--- config.mk ---
export PLATFORM = sky130hd
export DESIGN_NAME = ctl_datapath
export DESIGN_NICKNAME = d
export VERILOG_FILES = /design/src/rtl/dp_pkg.sv /design/src/rtl/dp_par_gen.sv /design/src/rtl/dp_par_chk.sv /design/src/rtl/dp_regfile.sv /design/src/rtl/dp_alu.sv /design/src/rtl/ctl_datapath.sv
export SDC_FILE = /design/constraint.sdc
export NUM_CORES = 2
export LEC_CHECK = 0
export ABC_AREA = 1
export BUFFER_PORTS_ARGS = -buffer_cell sky130_fd_sc_hd__buf_2
export CORE_MARGIN = 5
export CORE_UTILIZATION = 50
export DETAILED_ROUTE_END_ITERATION = 6
export PLACE_DENSITY_LB_ADDON = 0.15
export RECOVER_POWER = 100
export SYNTH_ARGS = -nofsm -noshare
export SYNTH_HDL_FRONTEND = slang
export SYNTH_HIERARCHICAL = 1
export SYNTH_SLANG_ARGS = --single-unit
--- constraint.sdc ---
create_clock -name clk -period 2.94 [get_ports clk]
set_clock_uncertainty 0.05 [all_clocks]
set_input_delay 0.147 -clock clk [delete_from_list [all_inputs] [get_ports clk]]
set_output_delay 0.147 -clock clk [all_outputs]
set_load 0.1 [all_outputs]
--- src/rtl/dp_pkg.sv ---
// Package dp_pkg
// Shared ALU function codes and the even-parity helper used by every
// byte lane of the controller datapath.
package dp_pkg;

    typedef enum logic [2:0] {
        ALU_ADD   = 3'd0,
        ALU_SUB   = 3'd1,
        ALU_AND   = 3'd2,
        ALU_OR    = 3'd3,
        ALU_XOR   = 3'd4,
        ALU_PASSB = 3'd5
    } alu_fn_e;

    // Parity bit that makes data plus parity hold an even count of ones.
    function automatic logic even_par(input logic [7:0] b);
        return ^b;
    endfunction

endpackage

--- src/rtl/dp_par_gen.sv ---
// Module dp_par_gen
// Packs LANES bytes into a bus, each lane {parity, byte}, lane 0 lowest.
// Assumes 8-bit data lanes.
module dp_par_gen #(
    parameter int LANES = 2
) (
    input  logic [LANES*8-1:0] data,
    output logic [LANES*9-1:0] bus
);
    import dp_pkg::*;

    for (genvar i = 0; i < LANES; i++) begin : g_lane
        // Place byte and its generated parity into lane i.
        assign bus[i*9 +: 9] = {even_par(data[i*8 +: 8]), data[i*8 +: 8]};
    end

endmodule

--- src/rtl/dp_par_chk.sv ---
// Module dp_par_chk
// Unpacks LANES {parity, byte} lanes and flags any lane whose nine bits
// hold an odd count of ones. Purely combinational.
module dp_par_chk #(
    parameter int LANES = 2
) (
    input  logic [LANES*9-1:0] bus,
    output logic [LANES*8-1:0] data,
    output logic               err
);
    logic [LANES-1:0] lane_err;

    for (genvar i = 0; i < LANES; i++) begin : g_lane
        // Strip the parity bit and check the lane.
        assign data[i*8 +: 8] = bus[i*9 +: 8];
        assign lane_err[i]    = ^bus[i*9 +: 9];
    end

    assign err = |lane_err;

endmodule

--- src/rtl/dp_regfile.sv ---
// Module dp_regfile
// Banked register file: BANKS banks of WORDS two-byte words. One bank is
// selected by the interrupt level; asynchronous read, synchronous write.
// Assumes the caller qualifies wr_en with the register-window decode.
module dp_regfile #(
    parameter int BANKS = 4,
    parameter int WORDS = 16,
    localparam int BW   = $clog2(BANKS),
    localparam int WW   = $clog2(WORDS)
) (
    input  logic          clk,
    input  logic          rst_n,
    input  logic [BW-1:0] bank_sel,
    input  logic [WW-1:0] word_sel,
    input  logic          wr_en,
    input  logic [15:0]   wr_word,
    output logic [15:0]   rd_word
);
    logic [15:0] bank_rd [BANKS];

    for (genvar g = 0; g < BANKS; g++) begin : g_bank
        logic [15:0] mem [WORDS];

        // Clear on reset, otherwise write the addressed word of this bank.
        always_ff @(posedge clk) begin
            if (!rst_n) begin
                for (int w = 0; w < WORDS; w++) mem[w] <= '0;
            end else if (wr_en && (bank_sel == BW'(g))) begin
                mem[word_sel] <= wr_word;
            end
        end

        assign bank_rd[g] = mem[word_sel];
    end

    assign rd_word = bank_rd[bank_sel];

endmodule

--- src/rtl/dp_alu.sv ---
// Module dp_alu
// 8-bit combinational ALU. Carry is carry-out for add, borrow for
// subtract, zero otherwise. Unused codes produce zero.
module dp_alu (
    input  logic [2:0] fn,
    input  logic [7:0] a,
    input  logic [7:0] b,
    output logic [7:0] res,
    output logic       carry,
    output logic       zero
);
    import dp_pkg::*;

    logic [8:0] wide;

    // Compute a 9-bit result whose top bit is carry or borrow.
    always_comb begin
        case (alu_fn_e'(fn))
            ALU_ADD:   wide = {1'b0, a} + {1'b0, b};
            ALU_SUB:   wide = {1'b0, a} - {1'b0, b};
            ALU_AND:   wide = {1'b0, a & b};
            ALU_OR:    wide = {1'b0, a | b};
            ALU_XOR:   wide = {1'b0, a ^ b};
            ALU_PASSB: wide = {1'b0, b};
            default:   wide = '0;
        endcase
    end

    assign res   = wide[7:0];
    assign carry = wide[8];
    assign zero  = (wide[7:0] == 8'h00);

endmodule

--- src/rtl/ctl_datapath.sv ---
// Module ctl_datapath
// Byte-oriented controller datapath. Strobes from an external sequencer
// select register transfers. Addresses below REG_SPACE go to a banked
// internal register file instead of storage. Parity is checked on sampled
// inputs and generated on outputs. Assumes one strobe per destination per
// cycle; ld_sdr_io wins over ld_sdr_rdr.
module ctl_datapath #(
    parameter int AW        = 16,
    parameter int REG_SPACE = 128,
    parameter int BANKS     = 4,
    localparam int LVL_W    = $clog2(BANKS),
    localparam int WORDS    = REG_SPACE / BANKS / 2,
    localparam int WW       = $clog2(WORDS)
) (
    input  logic             clk,
    input  logic             rst_n,
    input  logic [LVL_W-1:0] level,
    input  logic             rd_strobe,
    input  logic             wr_strobe,
    input  logic             ld_sar,
    input  logic             ld_op,
    input  logic             ld_alu,
    input  logic             ld_sdr_rdr,
    input  logic             ld_sdr_io,
    input  logic             byte_sel,
    input  logic [2:0]       alu_fn,
    input  logic [17:0]      sto_rd_bus,
    input  logic [8:0]       io_in,
    output logic [AW-1:0]    sto_addr,
    output logic             sto_rd_en,
    output logic             sto_wr_en,
    output logic [17:0]      sto_wr_bus,
    output logic [8:0]       io_out,
    output logic [15:0]      op_reg,
    output logic [7:0]       alu_res,
    output logic             alu_carry,
    output logic             alu_zero,
    output logic             par_err
);
    localparam logic [AW-1:0] REG_LIMIT = AW'(REG_SPACE);

    logic [AW-1:0] sar_q;
    logic [15:0]   rdr_q;
    logic [15:0]   op_q;
    logic [7:0]    sdr_q;
    logic [7:0]    alur_q;
    logic          perr_q;

    logic          in_window;
    logic [15:0]   ext_word;
    logic          ext_err;
    logic [7:0]    io_byte;
    logic          io_err;
    logic [15:0]   rf_word;
    logic [7:0]    rdr_byte;

    // Register-window decode and external qualifiers.
    assign in_window = (sar_q < REG_LIMIT);
    assign sto_rd_en = rd_strobe && !in_window;
    assign sto_wr_en = wr_strobe && !in_window;
    assign rdr_byte  = byte_sel ? rdr_q[15:8] : rdr_q[7:0];

    dp_par_chk #(.LANES(2)) u_rd_chk (
        .bus  (sto_rd_bus),
        .data (ext_word),
        .err  (ext_err)
    );

    dp_par_chk #(.LANES(1)) u_io_chk (
        .bus  (io_in),
        .data (io_byte),
        .err  (io_err)
    );

    dp_regfile #(.BANKS(BANKS), .WORDS(WORDS)) u_rf (
        .clk      (clk),
        .rst_n    (rst_n),
        .bank_sel (level),
        .word_sel (sar_q[WW:1]),
        .wr_en    (wr_strobe && in_window),
        .wr_word  ({alu_res, sdr_q}),
        .rd_word  (rf_word)
    );

    dp_alu u_alu (
        .fn    (alu_fn),
        .a     (alur_q),
        .b     (sdr_q),
        .res   (alu_res),
        .carry (alu_carry),
        .zero  (alu_zero)
    );

    dp_par_gen #(.LANES(2)) u_wr_gen (
        .data ({alu_res, sdr_q}),
        .bus  (sto_wr_bus)
    );

    dp_par_gen #(.LANES(1)) u_io_gen (
        .data (alur_q),
        .bus  (io_out)
    );

    // Read data register: captures storage or register-file word.
    always_ff @(posedge clk) begin
        if (!rst_n)         rdr_q <= '0;
        else if (rd_strobe) rdr_q <= in_window ? rf_word : ext_word;
    end

    // Address and operation registers load the whole RDR.
    always_ff @(posedge clk) begin
        if (!rst_n) begin
            sar_q <= '0;
            op_q  <= '0;
        end else begin
            if (ld_sar) sar_q <= AW'(rdr_q);
            if (ld_op)  op_q  <= rdr_q;
        end
    end

    // Byte registers: storage data (I/O has priority) and ALU operand.
    always_ff @(posedge clk) begin
        if (!rst_n) begin
            sdr_q  <= '0;
            alur_q <= '0;
        end else begin
            if (ld_sdr_io)       sdr_q <= io_byte;
            else if (ld_sdr_rdr) sdr_q <= rdr_byte;
            if (ld_alu)          alur_q <= rdr_byte;
        end
    end

    // Sticky parity error on sampled inputs only.
    always_ff @(posedge clk) begin
        if (!rst_n)
            perr_q <= 1'b0;
        else if ((sto_rd_en && ext_err) || (ld_sdr_io && io_err))
            perr_q <= 1'b1;
    end

    assign sto_addr = sar_q;
    assign op_reg   = op_q;
    assign par_err  = perr_q;

endmodule

# After elaboration in Yosys (flattened, before gate mapping)
# Memory sizes are Yosys's and may differ from the RTL's. A register that Yosys moved wholly into a read port is not among the register bits.
# Cells that the tools add are included.
# W data, S select, Z words.
[op_classes] addsub=2 order_cmp=2 n_eq_ne=8 mux=41 bitwise=4 reduce_logical=26
[op_table] operator="$mux W16" count=7
[op_table] operator="$reduce_or A16 Y1" count=4
[op_table] operator="$pmux W9 S6" count=1
[op_table] operator="$mux W4" count=12
[op_table] operator="$bmux W16 S2" count=1
[op_table] operator="$reduce_xor A9 Y1" count=3
[op_table] operator="$mux W8" count=3
[op_table] operator="$reduce_xor A8 Y1" count=3
[op_table] operator="$mux W1" count=17
[op_table] operator="$lt A16 B8 Y1 const B" count=1
[op_table] operator="$add A8 B8 Y9" count=1
[op_table] operator="$logic_and A1 B1 Y1" count=9
[op_table] operator="$sub A8 B8 Y9" count=1
[op_table] operator="$and A8 B8 Y8" count=1
[op_table] operator="$logic_not A8 Y1" count=1
[op_table] operator="$or A8 B8 Y8" count=1
[op_table] operator="$xor A8 B8 Y8" count=1
[op_table] operator="$eq A3 B2 Y1 const B" count=2
[op_table] operator="$eq A3 B3 Y1 const B" count=2
[op_table] operator="$eq A2 B2 Y1 const B" count=2
[op_table] operator="$eq A3 B1 Y1 const B" count=1
[op_table] operator="$ge A3 B3 Y1 const B" count=1
[op_table] operator="$logic_not A3 Y1" count=1
[op_table] operator="$not A2 Y3" count=1
[op_table] operator="6 further kinds" count=6
[totals] regBits=65 ramBits=1024 input_bits=42 output_inout_bits=72 elab_cells=93 n_memories=4
[memory_table] name="u_rf.g_bank[0].mem" words=16 width=16 rd=1 rd_clocked_by_memory_dff=1 write_ports=16 line="dp_regfile.sv:22" source="logic [15:0] mem [WORDS];"
[memory_table] name="u_rf.g_bank[1].mem" words=16 width=16 rd=1 rd_clocked_by_memory_dff=1 write_ports=16 line="dp_regfile.sv:22"
[memory_table] name="u_rf.g_bank[2].mem" words=16 width=16 rd=1 rd_clocked_by_memory_dff=1 write_ports=16 line="dp_regfile.sv:22"
[memory_table] name="u_rf.g_bank[3].mem" words=16 width=16 rd=1 rd_clocked_by_memory_dff=1 write_ports=16 line="dp_regfile.sv:22"

# Depth between registers and ports, before layout
[logic_depth] ltp_word=8 depth_mapped=23 depth_no_buf=23

# Hierarchy
# The synthesis kept the hierarchy.
[modules_own_cells] mod="dp_regfile" instances=1 cells_per_inst=5439 area_each_um2=47733.3
[modules_own_cells] mod="ctl_datapath" instances=1 cells_per_inst=385 area_each_um2=2816.5
[modules_own_cells] mod="dp_alu" instances=1 cells_per_inst=212 area_each_um2=1243.7
[modules_own_cells] mod="dp_par_gen (u_wr_gen)" instances=1 cells_per_inst=110 area_each_um2=473.0
[modules_own_cells] mod="dp_par_chk (u_rd_chk)" instances=1 cells_per_inst=68 area_each_um2=375.4
[modules_own_cells] mod="dp_par_gen (u_io_gen)" instances=1 cells_per_inst=55 area_each_um2=236.5
[modules_own_cells] mod="dp_par_chk (u_io_chk)" instances=1 cells_per_inst=46 area_each_um2=224.0

# Worst setup path before layout
# OpenSTA, ideal clock, no wires.
[synth_timing] kind="register to output" start="register sdr_q[0]" end="output sto_wr_bus[17]" arrival_ps=3862 slack_ps=-1119 stages_incl_launch_ff=23 n_path_buf=0 path_cell_list="dfxtp_1 -> inv_1 -> ha_1 -> inv_1 -> nor3_1 -> nand2_1 -> o21ai_0 -> xor2_1 -> inv_1 -> ha_1 -> nand2_1 -> inv_1 -> a21oi_1 -> nand3_1 -> nand3_1 -> nand2_1 -> inv_1 -> nand2_1 -> nand2_1 -> nand2_1 -> nand2_1 -> nand2_1 -> nand2_1"
[synth_via] elab_chain_cells=3 word_cells_on_any_way=7 classes_between="add/sub (2); mux (1); bitwise (3); reduce/logical (1)"
[synth_rtl] item="from (decl)" line="ctl_datapath.sv:45" source="logic [7:0] sdr_q;"
[synth_rtl] item="from (signal assigned)" line="ctl_datapath.sv:127" source="if (ld_sdr_io) sdr_q <= io_byte;"
[synth_rtl] item="from (signal assigned)" line="ctl_datapath.sv:128" source="else if (ld_sdr_rdr) sdr_q <= rdr_byte;"
[synth_rtl] item="$sub A8 B8 Y9 / $add A8 B8 Y9 (equally long branches)" line="dp_alu.sv:20, dp_alu.sv:19"
[synth_rtl] item="$pmux W9 S6 (*)" line="dp_alu.sv:18" source="case (alu_fn_e'(fn))"
[synth_rtl] item="net alu_res[7]" line="ctl_datapath.sv:35" source="output logic [7:0] alu_res,"
[synth_rtl] item="$reduce_xor A8 Y1 (*)" line="dp_pkg.sv:17" source="return ^b;"
[synth_rtl] item="to (decl)" line="ctl_datapath.sv:32" source="output logic [17:0] sto_wr_bus,"
# The timed path passes the listed nets; every way through them passes the cells marked *.

# Worst setup path in the final report
[layout_timing] start="register sdr_q[1]" end="output sto_wr_bus[17]"
[layout_via] elab_chain_cells=3 word_cells_on_any_way=7 classes_between="add/sub (2); mux (1); bitwise (3); reduce/logical (1)"
[layout_rtl] item="$sub A8 B8 Y9 (tied with other cells)" line="dp_alu.sv:20" source="ALU_SUB: wide = {1'b0, a} - {1'b0, b};"
[layout_rtl] item="$pmux W9 S6 (*)" line="dp_alu.sv:18"
[layout_rtl] item="$reduce_xor A8 Y1 (*)" line="dp_pkg.sv:17"
# Mark *: on every way between the ends. The rest lies on a longest branch, timed or not.

==> metrics <==
Synth area leaders edfxtp_1 58%, nand2_1 21%, nor2_1 8.6%, dfxtp_1 2.5%, buf_2 1.6%; cell mode on critical path nand2_1; commonest non-fill, non-tap cell in the layout nand2_1; vias in the first global route ~40000; syn nets between 6000 and 7000; final period utilization 122.2%; DRC 0; Tightest Pin Transition 1.336 ns; area leader, netlist edfxtp_1; initial antenna violation count 2; mean number of vias per cell roughly 5.4; Core Box Area around 110000 sq um; post-synth cell types 36; Cell Chain, Critical Path inv_4 > ha_4 > inv_4 > nor3_4 > nand2_2 > o21ai_2 > xor2_1 > inv_1 > ha_4 > nand2_2 > nor2_1 > nand2_1 > nand2_1 > nand2_2 > nand3_4 > nand2_8 > inv_2 > nand2_1 > nand2_1 > nand2_1 > nand2_1 > nand2_2 > nand2_8 > buf_12; final worst slack -0.6532 ns; Max Slew Vio Count 0; final HPWL from detailed placement 101300 um; Die H 335.9 um; Post-Syn Area ~53000 sq um; WP data arrival roughly 3.4 ns; row cnt between 100 and 150; Ys Warns 6; Max VDD drop ~500 uV; H-tree depth 3; Root Buffer clkbuf_16; relative slew slack 11.29%; RSZ-0062 raised after global routing true; first-pass GRT wire length roughly 240000 um; Clock Pin Slew Worst Setup and Hold Paths 0.06 ns; Initial Util about 50%; most frequent cells in the layout 2989 x nand2_1, 1141 x nor2_1, 1024 x edfxtp_1; hold crit path type in2reg; WHS about 0.027 ns; Post-Route Setup TNS -28.19 ns; Setup crit end kind primary output; port bufs roughly 110; grt total ovfl 0; Placer Congestion about 0.9; post-route ant nets 0; gr usage total approximately 28%; Top reg by flops u_rf/g_bank.mem; CP Data Required Time roughly 2.7 ns; Via Count ~43000; number of synthesized register bits around 1100; CTS Buf Count between 100 and 150; CP max-delay cell dfxtp_4; PD cells ~600 nW/um^2; top cell type's share of synthesized area between 50% and 60%; WL/cell roughly 20 um; Synth Instances between 6000 and 7000; achievable frequency around 280 MHz; max-cap violation count 0; Crit Path Max Fanout 5; largest net degree at the start of global routing 87; Hold Violations, Final 0; CTS tree done; CTS Sinks between 1000 and 1500; Die Width around 340 um; final setup fails about 410; Pre-Repair DR Iteration Count 6; Pleak roughly 27 nW; Final min period between 3 and 4 ns; Avg Synthesized Cell Area roughly 8.4 sq um; clk_lat worst skew 0.72 ns; io pins between 100 and 150; layout cells sized above 1 about an eighth; kind of critical path reg2out; max FFs per register between 1000 and 1500; number of fill cells slightly above 9000; DR iter-0 viols just under 5000; final wirelength roughly 160000 um; Clock Path Buffers 3; crit path launch type flip-flop; failing checks setup timing; status complete, but fails checks; Worst path max stage delay 0.35 ns; die area 112800 sq um; Area Overhead vs Synth 17.61%; sequential area share after synthesis about three fifths; nets between 6000 and 7000
[power breakdown]
part           switching, W  internal [W]
logic               0.00464       0.00196
clock network       0.00609       0.00786
registers          0.000191        0.0175
[per-layer routing]
layer	part of all wire [%]	vias to the layer above	global-route usage [%]
met5	0	-	0
met1	41	20370	40.10
li1	-	20230	-
met2	46	1999	45.38
met3	9.6	264	4.657
met4	3.1	0	8.266
[repair_timing]
item | 4_1_cts | 5_1_grt
pin swaps | 35 | 90
setup buffers | 27 | 16
hold buffers | 48 | 0
endpoints found under the setup margin | 208 | 224
endpoints found under the hold margin | 64 | 0
gates cloned | 12 | 11
resized for setup | 97 | 203
[path summary, 6_finish.rpt]
kind                            depth (start not counted)                    endpoint  slack, ns       from
worst max-delay path                                   24              sto_wr_bus[17]      -0.65   sdr_q[1]
worst max register to register                         26  u_rf/g_bank[2].mem[11][13]      -0.26   sdr_q[1]
worst min register to register                          2                sto_addr[10]       0.46  rdr_q[10]
worst min-delay path                                    5                   alur_q[4]       0.03   byte_sel
[cell usage after synthesis (all sizes together)]
cell	count
o21ai	56
xor2	12
nor3	3
o31ai	1
o221ai	1
o21bai	16
inv	182
nand4	9
nand3	116
nor2	1250
dfxtp	65
fa	1
a31oi	8
xnor2	5
o2bb2ai	1
a211oi	1
buf	278
ha	25
nand2	3032
a21oi	55
edfxtp	1024
nand3b	3
or2	3
clkbuf	168
[worst max-delay path, delay by kind of cell (launching register included)]
family,cells,cell delay [ns]
AO/OA/AOI/OAI,1,0.13
flip-flops,1,0.35
buffers and inverters,5,0.41
AND/OR/NAND/NOR,15,1.20
XOR/XNOR,1,0.18
adder cells (fa/ha/maj),2,0.41
[cell families after synthesis]
kind of cell,count (synthesis),share of synthesized area (%)
AND/OR/NAND/NOR,4416,31.96
flip-flops,1089,60.36
buffers and inverters,628,5.346
AO/OA/AOI/OAI,139,1.428
adder cells (fa/ha/maj),26,0.6268
XOR/XNOR,17,0.2804
[area by class of cell]
type                       count  area [sq um]  area share, %
sequential                  1089         32080          51.37
multi-input combinational   4598         19060          30.52
timing repair buffer         507          5166          8.272
clock buffer                 147          3062          4.902
tap                         1391          1740          2.787
inverter                     182         792.0          1.268
clock inverter                68         519.2         0.8314
timing repair inverter         2         27.53        0.04408
antenna                        3         7.507        0.01202
[stage by stage]
step                      area, sq um  utilization (%)  cells  power (W)  worst slack (ns)
after detailed placement        56700            53.79   7669    0.02353           -0.2420
after floorplan                 53270                -   6315    0.02142           -0.1145
after global placement          56700            53.79   7669    0.02348           -0.2687
final                           62450            59.24   7987    0.03820           -0.6532
after CTS                       61640            58.47   7968    0.03791           -0.6703
after global routing            62440            59.24   7984    0.03945           -0.8159
Power figures use the tool's default switching activity.
